`src/rtl/agc_pkg.sv`:
```
package agc_pkg;

    // Decision taken by the step controller in one cycle.
    typedef enum logic [1:0] {
        MOVE_NONE = 2'd0,
        MOVE_CUT  = 2'd1,   // one more step of attenuation
        MOVE_LIFT = 2'd2    // one step of attenuation removed
    } move_e;

    // Index of each spacing timer.
    localparam int unsigned SPAN_ATTACK  = 0;
    localparam int unsigned SPAN_HOLD    = 1;
    localparam int unsigned SPAN_RELEASE = 2;
    localparam int unsigned SPAN_N       = 3;

    // Bits needed to hold the values 0..v.
    function automatic int unsigned cwidth(input int unsigned v);
        return (v < 2) ? 1 : $clog2(v + 1);
    endfunction

    function automatic int unsigned max3(input int unsigned a, input int unsigned b,
                                         input int unsigned c);
        int unsigned m;
        m = (a > b) ? a : b;
        return (m > c) ? m : c;
    endfunction

endpackage

```
`src/rtl/agc_tick_gen.sv`:
```
module agc_tick_gen #(
    parameter int unsigned DIV = 37
) (
    input  logic clk,
    input  logic rst,
    input  logic en,
    output logic tick
);

    generate
        if (DIV <= 1) begin : g_pass
            // Every enabled cycle is a tick.
            assign tick = en;
        end else begin : g_div
            localparam int unsigned CW = agc_pkg::cwidth(DIV - 1);

            typedef struct packed {
                logic [CW-1:0] phase;
            } tick_st_t;

            tick_st_t st_d, st_q;
            logic     wrap;

            assign wrap = (st_q.phase == CW'(DIV - 1));

            always_comb begin
                st_d = st_q;
                if (!en || wrap) begin
                    st_d.phase = '0;
                end else begin
                    st_d.phase = st_q.phase + 1'b1;
                end
            end

            always_ff @(posedge clk) begin
                if (rst) begin
                    st_q <= '0;
                end else begin
                    st_q <= st_d;
                end
            end

            assign tick = en && wrap;


            tick_spacing_chk: assert property (@(posedge clk) disable iff (rst)
                tick |=> !tick);
        end
    endgenerate

endmodule

```
`src/rtl/agc_span_timer.sv`:
```
module agc_span_timer #(
    parameter int unsigned LIMIT = 11
) (
    input  logic clk,
    input  logic rst,
    input  logic en,
    input  logic tick,
    input  logic restart,
    output logic ok
);

    localparam int unsigned CW = agc_pkg::cwidth(LIMIT);
    localparam logic [CW-1:0] LIM = CW'(LIMIT);

    typedef struct packed {
        logic [CW-1:0] cnt;
    } span_st_t;

    span_st_t st_d, st_q;

    always_comb begin
        st_d = st_q;
        if (!en) begin
            st_d.cnt = LIM;
        end else if (restart) begin
            st_d.cnt = '0;
        end else if (tick && (st_q.cnt != LIM)) begin
            st_d.cnt = st_q.cnt + 1'b1;
        end
    end

    always_ff @(posedge clk) begin
        if (rst) begin
            st_q.cnt <= LIM;
        end else begin
            st_q <= st_d;
        end
    end

    assign ok = (st_q.cnt == LIM);


    restart_blocks_chk: assert property (@(posedge clk) disable iff (rst)
        (en && restart) |=> !ok);


    idle_keeps_chk: assert property (@(posedge clk) disable iff (rst)
        (ok && !restart) |=> ok);

endmodule

```
`src/rtl/agc_step_ctrl.sv`:
```
module agc_step_ctrl
    import agc_pkg::*;
#(
    parameter int unsigned MAX_STEPS = 30,
    parameter int unsigned AW        = cwidth(MAX_STEPS)
) (
    input  logic          clk,
    input  logic          rst,
    input  logic          en,
    input  logic          over,
    input  logic          attack_ok,
    input  logic          hold_ok,
    input  logic          release_ok,
    output logic [AW-1:0] atten,
    output logic          cut,
    output logic          lift
);

    localparam logic [AW-1:0] FLOOR = AW'(MAX_STEPS);

    typedef struct packed {
        logic [AW-1:0] atten;
    } step_st_t;

    step_st_t st_d, st_q;
    move_e    mv;

    always_comb begin
        mv = MOVE_NONE;
        if (en) begin
            if (over) begin
                if ((st_q.atten != FLOOR) && attack_ok) begin
                    mv = MOVE_CUT;
                end
            end else if ((st_q.atten != '0) && hold_ok && release_ok) begin
                mv = MOVE_LIFT;
            end
        end
    end

    always_comb begin
        st_d = st_q;
        if (!en) begin
            st_d.atten = '0;
        end else begin
            case (mv)
                MOVE_CUT:  st_d.atten = st_q.atten + 1'b1;
                MOVE_LIFT: st_d.atten = st_q.atten - 1'b1;
                default:   st_d.atten = st_q.atten;
            endcase
        end
    end

    always_ff @(posedge clk) begin
        if (rst) begin
            st_q <= '0;
        end else begin
            st_q <= st_d;
        end
    end

    assign atten = st_q.atten;
    assign cut   = (mv == MOVE_CUT);
    assign lift  = (mv == MOVE_LIFT);


    floor_limit_chk: assert property (@(posedge clk) disable iff (rst)
        atten <= FLOOR);


    floor_stay_chk: assert property (@(posedge clk) disable iff (rst)
        (en && over && (atten == FLOOR)) |=> (atten == FLOOR));


    single_step_chk: assert property (@(posedge clk) disable iff (rst)
        en |=> ((atten == $past(atten)) ||
                (atten == $past(atten) + 1'b1) ||
                (atten + 1'b1 == $past(atten))));


    disable_clear_chk: assert property (@(posedge clk) disable iff (rst)
        !en |=> (atten == '0));

endmodule

```
`src/rtl/agc_gain_stepper.sv`:
```
module agc_gain_stepper
    import agc_pkg::*;
#(
    parameter  int unsigned TICK_DIV      = 37,
    parameter  int unsigned ATTACK_TICKS  = 11,
    parameter  int unsigned HOLD_TICKS    = 4333,
    parameter  int unsigned RELEASE_TICKS = 4333,
    parameter  int unsigned MAX_STEPS     = 30,
    parameter  int unsigned BASE_LO_HDB   = 24,
    parameter  int unsigned BASE_HI_HDB   = 36,
    localparam int unsigned AW            = cwidth(MAX_STEPS),
    localparam int unsigned GW            = cwidth(BASE_HI_HDB + MAX_STEPS) + 1
) (
    input  logic                 clk,
    input  logic                 rst,
    input  logic                 agc_en,
    input  logic                 over_lvl,
    input  logic                 base_hi,
    output logic [AW-1:0]        atten_steps,
    output logic signed [GW-1:0] gain_hdb
);

    localparam int unsigned SPAN_LIM [SPAN_N] = '{ATTACK_TICKS, HOLD_TICKS, RELEASE_TICKS};

    logic              tick;
    logic              cut;
    logic              lift;
    logic [SPAN_N-1:0] span_restart;
    logic [SPAN_N-1:0] span_ok;

    agc_tick_gen #(.DIV(TICK_DIV)) u_tick (
        .clk  (clk),
        .rst  (rst),
        .en   (agc_en),
        .tick (tick)
    );

    // Attack and hold both count from the last cut; release counts from the last lift.
    assign span_restart[SPAN_ATTACK]  = cut;
    assign span_restart[SPAN_HOLD]    = cut;
    assign span_restart[SPAN_RELEASE] = lift;

    generate
        for (genvar g = 0; g < SPAN_N; g++) begin : g_span
            agc_span_timer #(.LIMIT(SPAN_LIM[g])) u_span (
                .clk     (clk),
                .rst     (rst),
                .en      (agc_en),
                .tick    (tick),
                .restart (span_restart[g]),
                .ok      (span_ok[g])
            );
        end
    endgenerate

    agc_step_ctrl #(.MAX_STEPS(MAX_STEPS), .AW(AW)) u_step (
        .clk        (clk),
        .rst        (rst),
        .en         (agc_en),
        .over       (over_lvl),
        .attack_ok  (span_ok[SPAN_ATTACK]),
        .hold_ok    (span_ok[SPAN_HOLD]),
        .release_ok (span_ok[SPAN_RELEASE]),
        .atten      (atten_steps),
        .cut        (cut),
        .lift       (lift)
    );

    logic signed [GW-1:0] base_s;

    always_comb begin
        base_s   = base_hi ? GW'(BASE_HI_HDB) : GW'(BASE_LO_HDB);
        gain_hdb = base_s - signed'({{(GW-AW){1'b0}}, atten_steps});
    end

    // Spacing monitor: counts ticks since a change seen on the attenuation output.
    localparam int unsigned MON_MAX = max3(ATTACK_TICKS, HOLD_TICKS, RELEASE_TICKS);
    localparam int unsigned MW      = cwidth(MON_MAX);

    logic [AW-1:0] seen_q;
    logic [MW-1:0] since_cut_q;
    logic [MW-1:0] since_lift_q;
    logic          rose;
    logic          fell;

    assign rose = (atten_steps > seen_q);
    assign fell = (atten_steps < seen_q);

    always_ff @(posedge clk) begin
        if (rst || !agc_en) begin
            seen_q       <= '0;
            since_cut_q  <= MW'(MON_MAX);
            since_lift_q <= MW'(MON_MAX);
        end else begin
            seen_q <= atten_steps;
            if (rose) begin
                since_cut_q <= tick ? MW'(1) : '0;
            end else if (tick && (since_cut_q != MW'(MON_MAX))) begin
                since_cut_q <= since_cut_q + 1'b1;
            end
            if (fell) begin
                since_lift_q <= tick ? MW'(1) : '0;
            end else if (tick && (since_lift_q != MW'(MON_MAX))) begin
                since_lift_q <= since_lift_q + 1'b1;
            end
        end
    end


    attack_gap_chk: assert property (@(posedge clk) disable iff (rst)
        rose |-> ($past(since_cut_q) >= MW'(ATTACK_TICKS)));


    hold_gap_chk: assert property (@(posedge clk) disable iff (rst)
        fell |-> ($past(since_cut_q) >= MW'(HOLD_TICKS)));


    release_gap_chk: assert property (@(posedge clk) disable iff (rst)
        fell |-> ($past(since_lift_q) >= MW'(RELEASE_TICKS)));

endmodule

```
`config.mk`:
```
export PLATFORM = sky130hd
export DESIGN_NAME = agc_gain_stepper
export DESIGN_NICKNAME = d
export VERILOG_FILES = /design/src/rtl/agc_pkg.sv /design/src/rtl/agc_tick_gen.sv /design/src/rtl/agc_span_timer.sv /design/src/rtl/agc_step_ctrl.sv /design/src/rtl/agc_gain_stepper.sv
export SDC_FILE = /design/constraint.sdc
export NUM_CORES = 1
export LEC_CHECK = 0
export ABC_CLOCK_PERIOD_IN_PS = 6000
export BUFFER_PORTS_ARGS = -buffer_cell sky130_fd_sc_hd__buf_2
export CORE_ASPECT_RATIO = 0.8
export CORE_MARGIN = 2
export CORE_UTILIZATION = 45
export DETAILED_ROUTE_END_ITERATION = 10
export GPL_TIMING_DRIVEN = 0
export SLEW_MARGIN = 10
export SYNTH_ARGS = -nofsm -noshare
export SYNTH_HDL_FRONTEND = slang
export SYNTH_SLANG_ARGS = --single-unit
```
`constraint.sdc`:
```
create_clock -name clk -period 6 [get_ports clk]
set_input_delay 0.3 -clock clk [delete_from_list [all_inputs] [get_ports clk]]
set_output_delay 0.3 -clock clk [all_outputs]
set_load 0.1 [all_outputs]
```
==> metrics.log, run 1 <==
INFO  metric status = completed
INFO  metric worstSetupStartpointType = register
INFO  metric placeableCoreArea = 0.004979 mm^2
INFO  metric number_of_antenna_violations_at_the_first_check_in_global_routing = 0
INFO  metric cts_root_buffer = sky130_fd_sc_hd__clkbuf_8
INFO  metric synth-seq-cells = 41
INFO  metric timing_worst_slew_pin_value = 0.4849 ns
INFO  metric num_io_pins = 18
INFO  metric routed_via_density = 5.269
INFO  metric max-clock-path-buffers = 2
INFO  metric seq_area_frac_synth = 35.67%
INFO  metric worstPathMaxFanout = 12
INFO  metric postSynthAreaPerCell = 8.782 um^2
INFO  metric cp_cell_sequence = nor4b_1 > nand3_1 > nor2_1 > nand4b_1 > inv_1 > ha_1 > inv_1 > fa_1 > nor2b_1 > o21ai_0 > nor4b_1 > or3_1 > a21oi_1
INFO  metric syn-instance-count = 262
INFO  metric cpPeakStageDelay = 0.44 ns
INFO  metric dieHeight = 67.96 um
INFO  metric clk_transition_reported_paths = 0.09 ns
INFO  metric syn_nets = 286
INFO  metric first_pass_grt_wire_length = 7686 um
INFO  metric critical-path-slowest-cell = sky130_fd_sc_hd__nor4b_1
INFO  metric grt_setup_unrepaired = false
INFO  metric num_vias = 1839
INFO  metric timing.critical_path.required = 6.23 ns
INFO  metric layout_min_cycle_time = 3.467 ns
INFO  metric p_leak = 0.0009773 uW
INFO  metric ir_worst_vdd = 117.7 uV
INFO  metric timing.hold.worst.class = in -> reg
INFO  metric final-seq-area = 820.8 um^2
INFO  metric gp_congestion = 0.7677
INFO  metric grt.overflow.total = 0
INFO  metric powerDensity = 226.9 mW/mm^2
INFO  metric setup_crit_path_kind = reg -> reg
INFO  metric yosysWarnings = 0
INFO  metric finish.instance_area = 0.002584 mm^2
INFO  metric ys.flop_type = sky130_fd_sc_hd__dfxtp_1
INFO  metric path_delay_family = simple AND/OR/NAND/NOR gates
INFO  metric cell_area_placed = 0.002464 mm^2
INFO  metric io_buffers = 17
INFO  metric post_synth_num_cell_types = 39
INFO  metric share_of_cells_above_drive_strength_1 = 12.20%
INFO  metric drt-pass1-iter-count = 4
INFO  metric numClockSinks = 41
INFO  metric design.final.nets = 310
INFO  metric tritoncts = yes
INFO  metric post-route-period-util = 57.78%
INFO  metric final_cell_mix = sky130_fd_sc_hd__dfxtp_1 (41), sky130_fd_sc_hd__nor2_1 (22), sky130_fd_sc_hd__o21ai_0 (21)
INFO  metric setup_tns = 0 ns
INFO  metric setup_violations = 0
INFO  metric final_hold_viol_count = 0
INFO  metric timing.final.max_slew_violations = 0
INFO  metric placement_rows = 23
INFO  metric remaining_drc_errors = 0
INFO  metric hold-worst-slack = 0.4294 ns
INFO  metric postCtsSetupBuffers = 0
INFO  metric die_x = 83.95 um
INFO  metric worstSkewPairLatency = 0.30 ns
INFO  metric synth.cell_area = 0.002301 mm^2
INFO  metric timing.max_slew.rel_slack = 67.90%
INFO  metric clock_tree.htree_level_count = 2
INFO  metric die_area = 0.005705 mm^2
INFO  metric cts_made_buffers = 5
INFO  metric area.growth.synth_to_final = 12.29%
INFO  metric multi_input_comb_area = 0.001386 mm^2
INFO  metric pin_count_of_the_biggest_net_entering_global_routing = 14
INFO  metric detail_route.iter0.violations = 77
INFO  metric wl_per_cell = 12.70 um
INFO  metric total_of_fill_cells_in_the_finished_design = 498
INFO  metric antenna_violating_nets_post_route = 0
INFO  metric grt.total_usage = 16.78%
INFO  metric fin_ws = 2.533 ns
INFO  metric worst-endpoint-arrival = 3.69 ns
INFO  metric dp_hpwl = 3352 um
INFO  metric skew = 0.01402 ns
INFO  metric synth_enable_flop_cells = 0
INFO  metric end_kind = register
INFO  metric antenna-diode-count = 0
INFO  metric effective_utilization_at_floorplan = 46.22%
INFO  metric first_global_vias = 1687
INFO  metric worstPathBufferInverterCount = 2
INFO  metric final_common_cell = sky130_fd_sc_hd__dfxtp_1
INFO  metric holdBufCountCts = 0
INFO  metric cap_violations = 0
INFO  metric post_cts_resize_count = 0
INFO  metric ffs_w_async_s_r_synth = 0%
INFO  metric fmax = 288.5 MHz
INFO  metric finalWirelength = 4433 um
INFO  metric dp_worst_setup_slack = 2.553 ns
[layout make-up]
type	instances	area share, %
inverters	15	2.179
plain buffers	7	1.453
multi-input cells	199	53.66
clock inverters	2	1.453
well taps	62	3.002
flip-flops and latches	41	31.77
clock buffers	6	3.196
repair buffers	17	3.293
[metal layers]
| layer | vias to the layer above | GRT usage, % | wire length [um] |
|---|---|---|---|
| li1 | 958 | - | - |
| met1 | 845 | 22.49 | 2350 |
| met2 | 26 | 26.80 | 1858 |
| met3 | 10 | 4.584 | 160 |
| met4 | 0 | 5.040 | 63 |
| met5 | - | 0 | 0 |
[sequential cells by signal, summed over array words and instances (netlist names)]
name,flops
g_span.u_span.st_q,30
u_step.atten,5
u_tick.g_div.st_q,6
[worst register-to-register path: cells and delay by family, from the launching register on]
family	cells	cell delay [ns]
and+or+nand+nor	7	1.73
AOI/OAI and AO/OA	2	0.24
buffers and inverters	2	0.26
adders and majority gates	2	0.84
DFF	1	0.34
[worst paths after layout]
check	from	end	slack, ns	cells past startpoint
setup / recovery	g_span[1].u_span.st_q[9]$_SDFFE_PP0P_	u_step.atten[4]$_SDFFE_PP0P_	2.53	13
hold / removal	rst	u_step.atten[4]$_SDFFE_PP0P_	0.43	3
setup reg to reg	g_span[1].u_span.st_q[9]$_SDFFE_PP0P_	u_step.atten[4]$_SDFFE_PP0P_	2.53	13
hold reg to reg	u_tick.g_div.st_q[0]$_SDFF_PP0_	u_tick.g_div.st_q[0]$_SDFF_PP0_	0.48	1
[Yosys cell counts (3+ instances only)]
| cell type | number | area share (%) |
|---|---|---|
| sky130_fd_sc_hd__and3_1 | 8 | 2.2 |
| sky130_fd_sc_hd__and4_1 | 3 | 1.1 |
| sky130_fd_sc_hd__o21ai_0 | 21 | 4.6 |
| sky130_fd_sc_hd__nor2_1 | 22 | 3.6 |
| sky130_fd_sc_hd__buf_4 | 3 | 0.98 |
| sky130_fd_sc_hd__a21oi_1 | 9 | 2.0 |
| sky130_fd_sc_hd__and2_1 | 4 | 1.1 |
| sky130_fd_sc_hd__nand4_1 | 10 | 2.7 |
| sky130_fd_sc_hd__a211oi_1 | 3 | 0.98 |
| sky130_fd_sc_hd__nand3_1 | 20 | 4.4 |
| sky130_fd_sc_hd__inv_1 | 15 | 2.4 |
| sky130_fd_sc_hd__nand2_1 | 12 | 2.0 |
| sky130_fd_sc_hd__dfxtp_1 | 41 | 36 |
| sky130_fd_sc_hd__xnor2_1 | 15 | 5.7 |
| sky130_fd_sc_hd__nor2b_1 | 3 | 0.82 |
| sky130_fd_sc_hd__or3_1 | 4 | 1.1 |
| sky130_fd_sc_hd__ha_1 | 18 | 9.8 |
| sky130_fd_sc_hd__nor3_1 | 6 | 1.3 |
| sky130_fd_sc_hd__xor2_1 | 19 | 7.2 |
| sky130_fd_sc_hd__clkbuf_1 | 4 | 0.65 |
[power breakdown]
| group | switching (uW) | internal (uW) | leakage (uW) |
|---|---|---|---|
| sequential | 3.56 | 276 | 0.000332 |
| combinational | 56.0 | 16.9 | 0.000588 |
| clock | 98.8 | 135 | 0.0000574 |
[metrics by stage]
| stage | util (%) | std cells | power (uW) |
|---|---|---|---|
| 3_5_place_dp | 49.48 | 341 | 359.1 |
| 5_1_grt | 51.90 | 349 | 609.8 |
| 2_1_floorplan | - | 262 | 344.6 |
| 6_report | 51.90 | 349 | 586.3 |
| 3_3_place_gp | 49.48 | 341 | 358.6 |
| 4_1_cts | 51.90 | 349 | 592.3 |
[kinds of logic (layout without fill, tap and decap cells)]
| kind of cell | Yosys count | count (layout) | synth area share, % |
|---|---|---|---|
| compound gates | 39 | 39 | 9.353 |
| buf+inv | 22 | 47 | 4.078 |
| mux | 1 | 1 | 0.4350 |
| flops | 41 | 41 | 35.67 |
| fa+ha+maj | 19 | 19 | 10.66 |
| simple gates | 106 | 106 | 26.86 |
| xor+xnor | 34 | 34 | 12.94 |
Power figures use the tool's default switching activity.
==> run 2, diff against run 1 <==
--- a/config.mk
+++ b/config.mk
@@ -5,13 +5,14 @@
 export SDC_FILE = /design/constraint.sdc
 export NUM_CORES = 1
 export LEC_CHECK = 0
-export ABC_CLOCK_PERIOD_IN_PS = 6000
+export ABC_CLOCK_PERIOD_IN_PS = 3000
 export BUFFER_PORTS_ARGS = -buffer_cell sky130_fd_sc_hd__buf_2
 export CORE_ASPECT_RATIO = 0.8
 export CORE_MARGIN = 2
 export CORE_UTILIZATION = 45
 export DETAILED_ROUTE_END_ITERATION = 10
 export GPL_TIMING_DRIVEN = 0
+export PLACE_DENSITY = 0.65
 export SLEW_MARGIN = 10
 export SYNTH_ARGS = -nofsm -noshare
 export SYNTH_HDL_FRONTEND = slang
==> constraint.sdc (replaced) <==
create_clock -name clk -period 3 [get_ports clk]
set_input_delay 0.15 -clock clk [delete_from_list [all_inputs] [get_ports clk]]
set_output_delay 0.15 -clock clk [all_outputs]
set_load 0.1 [all_outputs]
==> run 2 against run 1 <==
  * Via count rose by 0.22%
  * Fmax rose by 23%
  * Final cell count rose by 0.86%
  * Sequential share of layout area barely moved
  * Sequential cell count did not move
  * Global-route usage rose by 0.16 points
  * Register-to-register slack got worse by 2.4 ns
  * Non-clock buffer count rose by 4
==> metrics.log, run 2 (synthesized netlist as in run 1, its figures left out) <==
INFO  metric status = completed
INFO  metric regMostFlops = g_span.u_span.st_q
INFO  metric dp_hpwl = 3285 um (-2.0%)
INFO  metric setup_violations = 0 (unchanged)
INFO  metric end_kind = register
INFO  metric cpPeakStageDelay = 0.41 ns (-0.03 ns)
INFO  metric holdBufCountCts = 0 (unchanged)
INFO  metric drt-pass1-iter-count = 4 (unchanged)
INFO  metric critical_path.most_common_cell = sky130_fd_sc_hd__nor4b_1
INFO  metric timing.critical_path.from = g_span[1].u_span.st_q[11]$_SDFFE_PP0P_
INFO  metric totalPowerFinal = 1073 uW (+83%)
INFO  metric timing.final.max_slew_violations = 0 (unchanged)
INFO  metric layout_min_cycle_time = 2.823 ns (-0.6435 ns)
INFO  metric setup_tns = 0 ns (unchanged)
INFO  metric placeableCoreArea = 0.004979 mm^2 (unchanged)
INFO  metric grt_setup_unrepaired = false
INFO  metric worst-endpoint-arrival = 3.04 ns (-0.65 ns)
INFO  metric p_leak = 0.0009969 uW (+2.0%)
INFO  metric core_util_final = 52.70% (+0.80 points)
INFO  metric skew = 0.007793 ns (-0.006224 ns)
INFO  metric pin_count_of_the_biggest_net_entering_global_routing = 13 (-1)
INFO  metric effective_utilization_at_floorplan = 46.22% (unchanged)
INFO  metric detail_route.iter0.violations = 77 (unchanged)
INFO  metric path_delay_family = simple AND/OR/NAND/NOR gates
INFO  metric final_hold_viol_count = 0 (unchanged)
INFO  metric gp_congestion = 0.8074 (+5.2%)
INFO  metric ir_worst_vdd = 311.6 uV (+160%)
INFO  metric first_global_vias = 1703 (+0.95%)
INFO  metric routed_via_density = 5.236 (-0.64%)
INFO  metric placement_rows = 23 (unchanged)
INFO  metric die_x = 83.95 um (unchanged)
INFO  metric grt.overflow.total = 0 (unchanged)
INFO  metric antenna-diode-count = 0 (unchanged)
INFO  metric global_route_met2_usage = 27.20% (+0.40 points)
INFO  metric numClockSinks = 41 (unchanged)
INFO  metric gr-usage-met3 = 3.619% (-0.97 points)
INFO  metric dieHeight = 67.96 um (unchanged)
INFO  metric cp_cell_sequence = nor4b_1 > nand3_1 > nor2_1 > nand4b_1 > inv_2 > ha_4 > inv_1 > fa_2 > nor2b_1 > o21ai_1 > nor4b_1 > or3_1 > a21oi_1
INFO  metric setup_crit_path_kind = reg -> reg
INFO  metric worstPathBufferInverterCount = 2 (unchanged)
INFO  metric critical-path-slowest-cell = sky130_fd_sc_hd__nor4b_1
INFO  metric remaining_drc_errors = 0 (unchanged)
INFO  metric worstSkewPairLatency = 0.29 ns (about the same)
INFO  metric worstSetupStartpointType = register
INFO  metric finalWirelength = 4416 um (-0.38%)
INFO  metric clock_tree.htree_level_count = 2 (unchanged)
INFO  metric number_of_antenna_violations_at_the_first_check_in_global_routing = 0 (unchanged)
INFO  metric worst_r2r_startpoint = g_span[1].u_span.st_q[11]$_SDFFE_PP0P_
INFO  metric powerDensity = 408.9 mW/mm^2 (+80%)
INFO  metric area.growth.synth_to_final = 14.03%
INFO  metric wl_per_cell = 12.55 um (-1.2%)
INFO  metric num_vias = 1843 (+0.22%)
INFO  metric post-route-period-util = 94.10% (+36 points)
INFO  metric largest_register_ffs = 30 (unchanged)
INFO  metric timing.hold.worst.class = in -> reg
INFO  metric grt_most_used_layer = met2
INFO  metric layout_top_registers = g_span.u_span.st_q: 30 flops, u_tick.g_div.st_q: 6 flops, u_step.atten: 5 flops
INFO  metric design.final.nets = 314 (+1.3%)
INFO  metric grt_util_met1 = 23.07% (+0.58 points)
INFO  metric worstPathMaxFanout = 5 (-7)
INFO  metric clk_transition_reported_paths = 0.08 ns (about the same)
INFO  metric max-clock-path-buffers = 2 (unchanged)
INFO  metric total_of_fill_cells_in_the_finished_design = 492 (-1.2%)
INFO  metric first_pass_grt_wire_length = 7728 um (+0.55%)
INFO  metric antenna_violating_nets_post_route = 0 (unchanged)
INFO  metric cts_root_buffer = sky130_fd_sc_hd__clkbuf_8
INFO  metric tritoncts = yes
INFO  metric cts_made_buffers = 5 (unchanged)
INFO  metric final_common_cell = sky130_fd_sc_hd__dfxtp_1
INFO  metric timing_worst_slew_pin_value = 0.4876 ns (+0.002785 ns)
INFO  metric timing.critical_path.required = 3.22 ns (-3.01 ns)
INFO  metric grt.total_usage = 16.94% (+0.16 points)
INFO  metric timing.max_slew.rel_slack = 67.71% (-0.18 points)
INFO  metric cap_violations = 0 (unchanged)
INFO  metric fmax = 354.2 MHz (+23%)
INFO  metric share_of_cells_above_drive_strength_1 = 16.90% (+4.7 points)
INFO  metric die_area = 0.005705 mm^2 (unchanged)
INFO  metric io_buffers = 17 (unchanged)
INFO  metric final_cell_mix = sky130_fd_sc_hd__dfxtp_1 (34), sky130_fd_sc_hd__nor2_1 (22), sky130_fd_sc_hd__o21ai_0 (20), sky130_fd_sc_hd__nand3_1 (20), sky130_fd_sc_hd__xor2_1 (19)
INFO  metric num_io_pins = 18 (unchanged)
INFO  metric holdCritStartpoint = rst
## run 2: timing repair
item / CTS / global route
setup endpoints to repair: 1 / 1
setup buffers: 1 / 3
pin swaps: 1 / 2
resized for setup: 3 / 4
## run 2: metrics by stage
stage               hold WS [ns]  std cells  worst slack, ns  cell area (um^2)
CTS                       0.2873        349         0.007270              2597
finish                    0.2703        352           0.1770              2624
global route              0.3042        352          0.01498              2624
floorplan                 0.3604        262          0.03360              2327
detailed placement        0.4515        341          -0.2856              2490
global placement          0.4446        341          -0.3079              2490
## run 2: final cells by class
class | count | area (um^2) | share of cell area, %
inverter | 15 | 56.30 | 2.146
sequential | 41 | 834.6 | 31.81
multi-input combinational | 199 | 1416 | 53.98
tap | 62 | 77.57 | 2.957
timing repair buffer | 21 | 115.1 | 4.387
clock buffer | 7 | 86.33 | 3.290
buffer | 7 | 37.54 | 1.431
## run 2: tightest hold or removal path, cell delays in order
cell and delay, ns:
sky130_fd_sc_hd__buf_2 0.09, sky130_fd_sc_hd__nand2b_1 0.22, sky130_fd_sc_hd__a21oi_1 0.06
## run 2: power breakdown
part / internal, uW / total, uW / leakage, uW / switching, uW
registers: 550 / 557 / 0.000335 / 7.27
logic: 39.7 / 155 / 0.000617 / 116
clock network: 182 / 360 / 0.0000443 / 178
## run 2: path summary, 6_finish.rpt
check	to	slack, ns	cells past startpoint
max	u_step.atten[4]$_SDFFE_PP0P_	0.18	13
min	u_step.atten[4]$_SDFFE_PP0P_	0.27	3
max reg2reg	u_step.atten[4]$_SDFFE_PP0P_	0.18	13
min reg2reg	u_tick.g_div.st_q[0]$_SDFF_PP0_	0.46	1
## run 2: metal layers
metal,share of wire (%),vias up
li1,-,965
met1,55,853
met2,41,20
met3,3.0,5
met4,1.1,0
met5,0,-
==> run 3, diff against run 2 <==
--- a/config.mk
+++ b/config.mk
@@ -5,6 +5,7 @@
 export SDC_FILE = /design/constraint.sdc
 export NUM_CORES = 1
 export LEC_CHECK = 0
+export ABC_AREA = 1
 export ABC_CLOCK_PERIOD_IN_PS = 3000
 export BUFFER_PORTS_ARGS = -buffer_cell sky130_fd_sc_hd__buf_2
 export CORE_ASPECT_RATIO = 0.8
@@ -12,7 +13,6 @@
 export CORE_UTILIZATION = 45
 export DETAILED_ROUTE_END_ITERATION = 10
 export GPL_TIMING_DRIVEN = 0
-export PLACE_DENSITY = 0.65
 export SLEW_MARGIN = 10
 export SYNTH_ARGS = -nofsm -noshare
 export SYNTH_HDL_FRONTEND = slang
==> run 3 against run 2 <==
  * Clock power increased by 49%
  * First-iteration DRC count increased by 110%
  * Critical path type unchanged
  * Non-clock buffer count increased by 1
==> metrics.log, run 3 <==
INFO  metric status = completed
INFO  metric syn_nets = 460 (+61%)
INFO  metric post-synth-top-count-cell = sky130_fd_sc_hd__nand2_1
INFO  metric holdBufCountCts = 0 (unchanged)
INFO  metric share_of_cells_above_drive_strength_1 = 15.58% (-1.3 points)
INFO  metric worstSkewPairLatency = 0.30 ns (about the same)
INFO  metric synth-seq-cells = 41 (unchanged)
INFO  metric timing_worst_slew_pin_value = 0.5055 ns (+0.01789 ns)
INFO  metric timing.max_slew.rel_slack = 66.30% (-1.4 points)
INFO  metric ys.flop_type = sky130_fd_sc_hd__dfxtp_1
INFO  metric post_synth_num_cell_types = 31 (-21%)
INFO  metric final_cell_mix = sky130_fd_sc_hd__nand2_1 (102), sky130_fd_sc_hd__nand3_1 (72), sky130_fd_sc_hd__nor2_1 (52)
INFO  metric reg2reg_to = u_step.atten[4]$_SDFFE_PP0P_
INFO  metric routed_via_density = 4.969 (-5.1%)
INFO  metric netlist_top_cells_count = sky130_fd_sc_hd__nand2_1 (102), sky130_fd_sc_hd__nand3_1 (72), sky130_fd_sc_hd__nor2_1 (52)
INFO  metric cts_made_buffers = 5 (unchanged)
INFO  metric synth_enable_flop_cells = 0 (unchanged)
INFO  metric numClockSinks = 41 (unchanged)
INFO  metric seq_area_frac_synth = 28.25% (-7.4 points)
INFO  metric gp_congestion = 0.8371 (+3.7%)
INFO  metric placement_rows = 26 (+13%)
INFO  metric dieHeight = 75.87 um (+12%)
INFO  metric final_common_cell = sky130_fd_sc_hd__nand2_1
INFO  metric largest_register_ffs = 30 (unchanged)
INFO  metric first_pass_grt_wire_length = 10970 um (+42%)
INFO  metric skew = 0.007345 ns (-0.0004482 ns)
INFO  metric grt_setup_unrepaired = false
INFO  metric setup_violations = 0 (unchanged)
INFO  metric detail_route.iter0.violations = 162 (+110%)
INFO  metric effective_utilization_at_floorplan = 46.03% (-0.18 points)
INFO  metric grt.overflow.total = 0 (unchanged)
INFO  metric synth.cell_area = 0.002905 mm^2 (+26%)
INFO  metric setup_crit_path_kind = reg -> reg
INFO  metric dp_hpwl = 4949 um (+51%)
INFO  metric timing.final.max_slew_violations = 0 (unchanged)
INFO  metric timing.hold.worst.class = in -> reg
INFO  metric grt.total_usage = 19.62% (+2.7 points)
INFO  metric synthTopCellsByArea = sky130_fd_sc_hd__dfxtp_1 (28%), sky130_fd_sc_hd__nand2_1 (13%), sky130_fd_sc_hd__nand3_1 (12%)
INFO  metric r2r_slack = 0.37 ns (+0.19 ns)
INFO  metric clock_tree.htree_level_count = 2 (unchanged)
INFO  metric totalPowerFinal = 1372 uW (+28%)
INFO  metric worstSetupEndpoint = u_step.atten[4]$_SDFFE_PP0P_
INFO  metric ir_worst_vdd = 204.0 uV (-35%)
INFO  metric remaining_drc_errors = 0 (unchanged)
INFO  metric timing.critical_path.required = 3.24 ns (+0.02 ns)
INFO  metric area.growth.synth_to_final = 12.96%
INFO  metric cap_violations = 0 (unchanged)
INFO  metric p_leak = 0.001541 uW (+55%)
INFO  metric tritoncts = yes
INFO  metric io_buffers = 17 (unchanged)
INFO  metric worst-endpoint-arrival = 2.87 ns (-0.17 ns)
INFO  metric timing.critical_path.from = g_span[2].u_span.st_q[0]$_SDFFE_PP1P_
INFO  metric finalWirelength = 6480 um (+47%)
INFO  metric first_global_vias = 2345 (+38%)
INFO  metric total_of_fill_cells_in_the_finished_design = 658 (+34%)
INFO  metric r2r.worst_path.cells = 13 (unchanged)
INFO  metric synth_largest_area_cell = sky130_fd_sc_hd__dfxtp_1
INFO  metric pin_count_of_the_biggest_net_entering_global_routing = 14 (+1)
INFO  metric regMostFlops = g_span.u_span.st_q
INFO  metric post-route-period-util = 87.70% (-6.4 points)
INFO  metric powerDensity = 418.1 mW/mm^2 (+2.2%)
INFO  metric layout_top_registers = g_span.u_span.st_q: 30 flops, u_tick.g_div.st_q: 6 flops, u_step.atten: 5 flops
INFO  metric num_vias = 2713 (+47%)
INFO  metric postSynthAreaPerCell = 6.664 um^2 (-24%)
INFO  metric antenna_violating_nets_post_route = 0 (unchanged)
INFO  metric placeableCoreArea = 0.006311 mm^2 (+27%)
INFO  metric worstPathMaxFanout = 7 (+2)
INFO  metric synth_largest_type_area_fraction = 28.25% (-7.4 points)
INFO  metric ffs_w_async_s_r_synth = 0% (unchanged)
INFO  metric layout_min_cycle_time = 2.631 ns (-0.1919 ns)
INFO  metric number_of_antenna_violations_at_the_first_check_in_global_routing = 0 (unchanged)
INFO  metric antenna-diode-count = 0 (unchanged)
INFO  metric num_io_pins = 18 (unchanged)
INFO  metric cts_root_buffer = sky130_fd_sc_hd__clkbuf_8
INFO  metric worst_r2r_startpoint = g_span[2].u_span.st_q[0]$_SDFFE_PP1P_
INFO  metric end_kind = register
INFO  metric drt-pass1-iter-count = 4 (unchanged)
INFO  metric worstSetupStartpointType = register
INFO  metric die_area = 0.007119 mm^2 (+25%)
INFO  metric max-clock-path-buffers = 2 (unchanged)
INFO  metric die_x = 93.84 um (+12%)
INFO  metric hold-worst-slack = 0.2286 ns (-0.04168 ns)
INFO  metric fmax = 380.1 MHz (+7.3%)
INFO  metric yosysWarnings = 0 (unchanged)
INFO  metric final_hold_viol_count = 0 (unchanged)
INFO  metric wl_per_cell = 11.87 um (-5.4%)
INFO  metric design.final.nets = 485 (+54%)
INFO  metric clk_transition_reported_paths = 0.09 ns (about the same)
INFO  metric syn-instance-count = 436 (+66%)
==> run 3: cell types whose count changed in the layout (fill, tap and decap cells not counted), moves of 8 or more <==
| cell | before | now |
|---|---|---|
| sky130_fd_sc_hd__and3_1 | 8 | 0 |
| sky130_fd_sc_hd__nand2_1 | 12 | 102 |
| sky130_fd_sc_hd__xor2_1 | 19 | 7 |
| sky130_fd_sc_hd__o21ai_0 | 20 | 8 |
| sky130_fd_sc_hd__inv_1 | 14 | 49 |
| sky130_fd_sc_hd__nor2_1 | 22 | 52 |
| sky130_fd_sc_hd__nand3_1 | 20 | 72 |
==> run 3: repair_timing <==
item | CTS | global route
endpoints found under the hold margin | 0 | 0
resized for setup | 1 | 1
buffers inserted | 0 | 2
setup endpoints to repair | 1 | 3
==> run 3: metal layers <==
layer	global-route usage, %	share of wire [%]	wire [um]
met1	29.55	54	3481
met2	28.25	41	2656
met3	3.363	4.3	278
met4	6.602	1.0	65
met5	0	0	0
==> run 3: how the worst min path moves through the flow <==
stage	start	endpoint	slack, ns	cells after the start
floorplan	rst	u_step.atten[4]$_SDFFE_PP0P_	0.37	3
global placement	u_tick.g_div.st_q[0]$_SDFF_PP0_	u_tick.g_div.st_q[0]$_SDFF_PP0_	0.45	1
detailed placement	u_tick.g_div.st_q[0]$_SDFF_PP0_	u_tick.g_div.st_q[0]$_SDFF_PP0_	0.45	1
CTS	rst	u_step.atten[4]$_SDFFE_PP0P_	0.23	4
global route	rst	u_step.atten[4]$_SDFFE_PP0P_	0.26	4
finish	rst	u_step.atten[4]$_SDFFE_PP0P_	0.23	4
==> run 3: layout make-up <==
cell class / instances / area [um^2] / area share (%)
plain buffers: 10 / 77.57 / 2.364
clock buffers: 5 / 68.82 / 2.097
clock inverters: 3 / 65.06 / 1.982
inverters: 51 / 195.2 / 5.947
multi-input cells: 333 / 1846 / 56.23
flip-flops and latches: 41 / 824.5 / 25.12
well taps: 84 / 105.1 / 3.202
repair buffers: 19 / 100.1 / 3.050
==> run 3: power breakdown <==
part / switching, uW / leakage (uW) / internal [uW] / total, uW
Clock: 207 / 0.0000681 / 331 / 538
Combinational: 201 / 0.00114 / 64.6 / 266
Sequential: 14.0 / 0.000334 / 555 / 569
==> run 3: cell families after synthesis <==
family | share of synthesized area [%]
buffers and inverters | 9.388
xor gates and xnor gates | 5.125
AOI/OAI and AO/OA | 5.944
DFF | 28.25
adders and majority gates | 8.441
and+or+nand+nor | 42.85
==> run 3: worst max-delay path: stages (launching register included) <==
cell and delay, ns:
sky130_fd_sc_hd__dfxtp_1 0.47, sky130_fd_sc_hd__ha_1 0.21, sky130_fd_sc_hd__nand2_1 0.06, sky130_fd_sc_hd__nor2_1 0.13, sky130_fd_sc_hd__nand3_2 0.13, sky130_fd_sc_hd__nor3_2 0.23
sky130_fd_sc_hd__ha_2 0.31, sky130_fd_sc_hd__clkinvlp_4 0.15, sky130_fd_sc_hd__fa_1 0.41, sky130_fd_sc_hd__nor2_1 0.16, sky130_fd_sc_hd__o21ai_0 0.09, sky130_fd_sc_hd__nand2_1 0.07
sky130_fd_sc_hd__nand2_1 0.04, sky130_fd_sc_hd__a21oi_1 0.10
==> run 3: stage by stage <==
| step | cell area, um^2 | cells | utilization [%] | setup WS [ns] | TNS, ns |
|---|---|---|---|---|---|
| 5_1_grt | 3282 | 546 | 52.00 | 0.08611 | 0 |
| 3_3_place_gp | 3131 | 537 | 49.60 | -0.03252 | -0.03486 |
| 4_1_cts | 3267 | 545 | 51.76 | 0.05161 | 0 |
| 3_5_place_dp | 3131 | 537 | 49.60 | -0.01134 | -0.01134 |
| 6_report | 3282 | 546 | 52.00 | 0.3689 | 0 |
| 2_1_floorplan | 2940 | 436 | - | -0.02068 | -0.02068 |
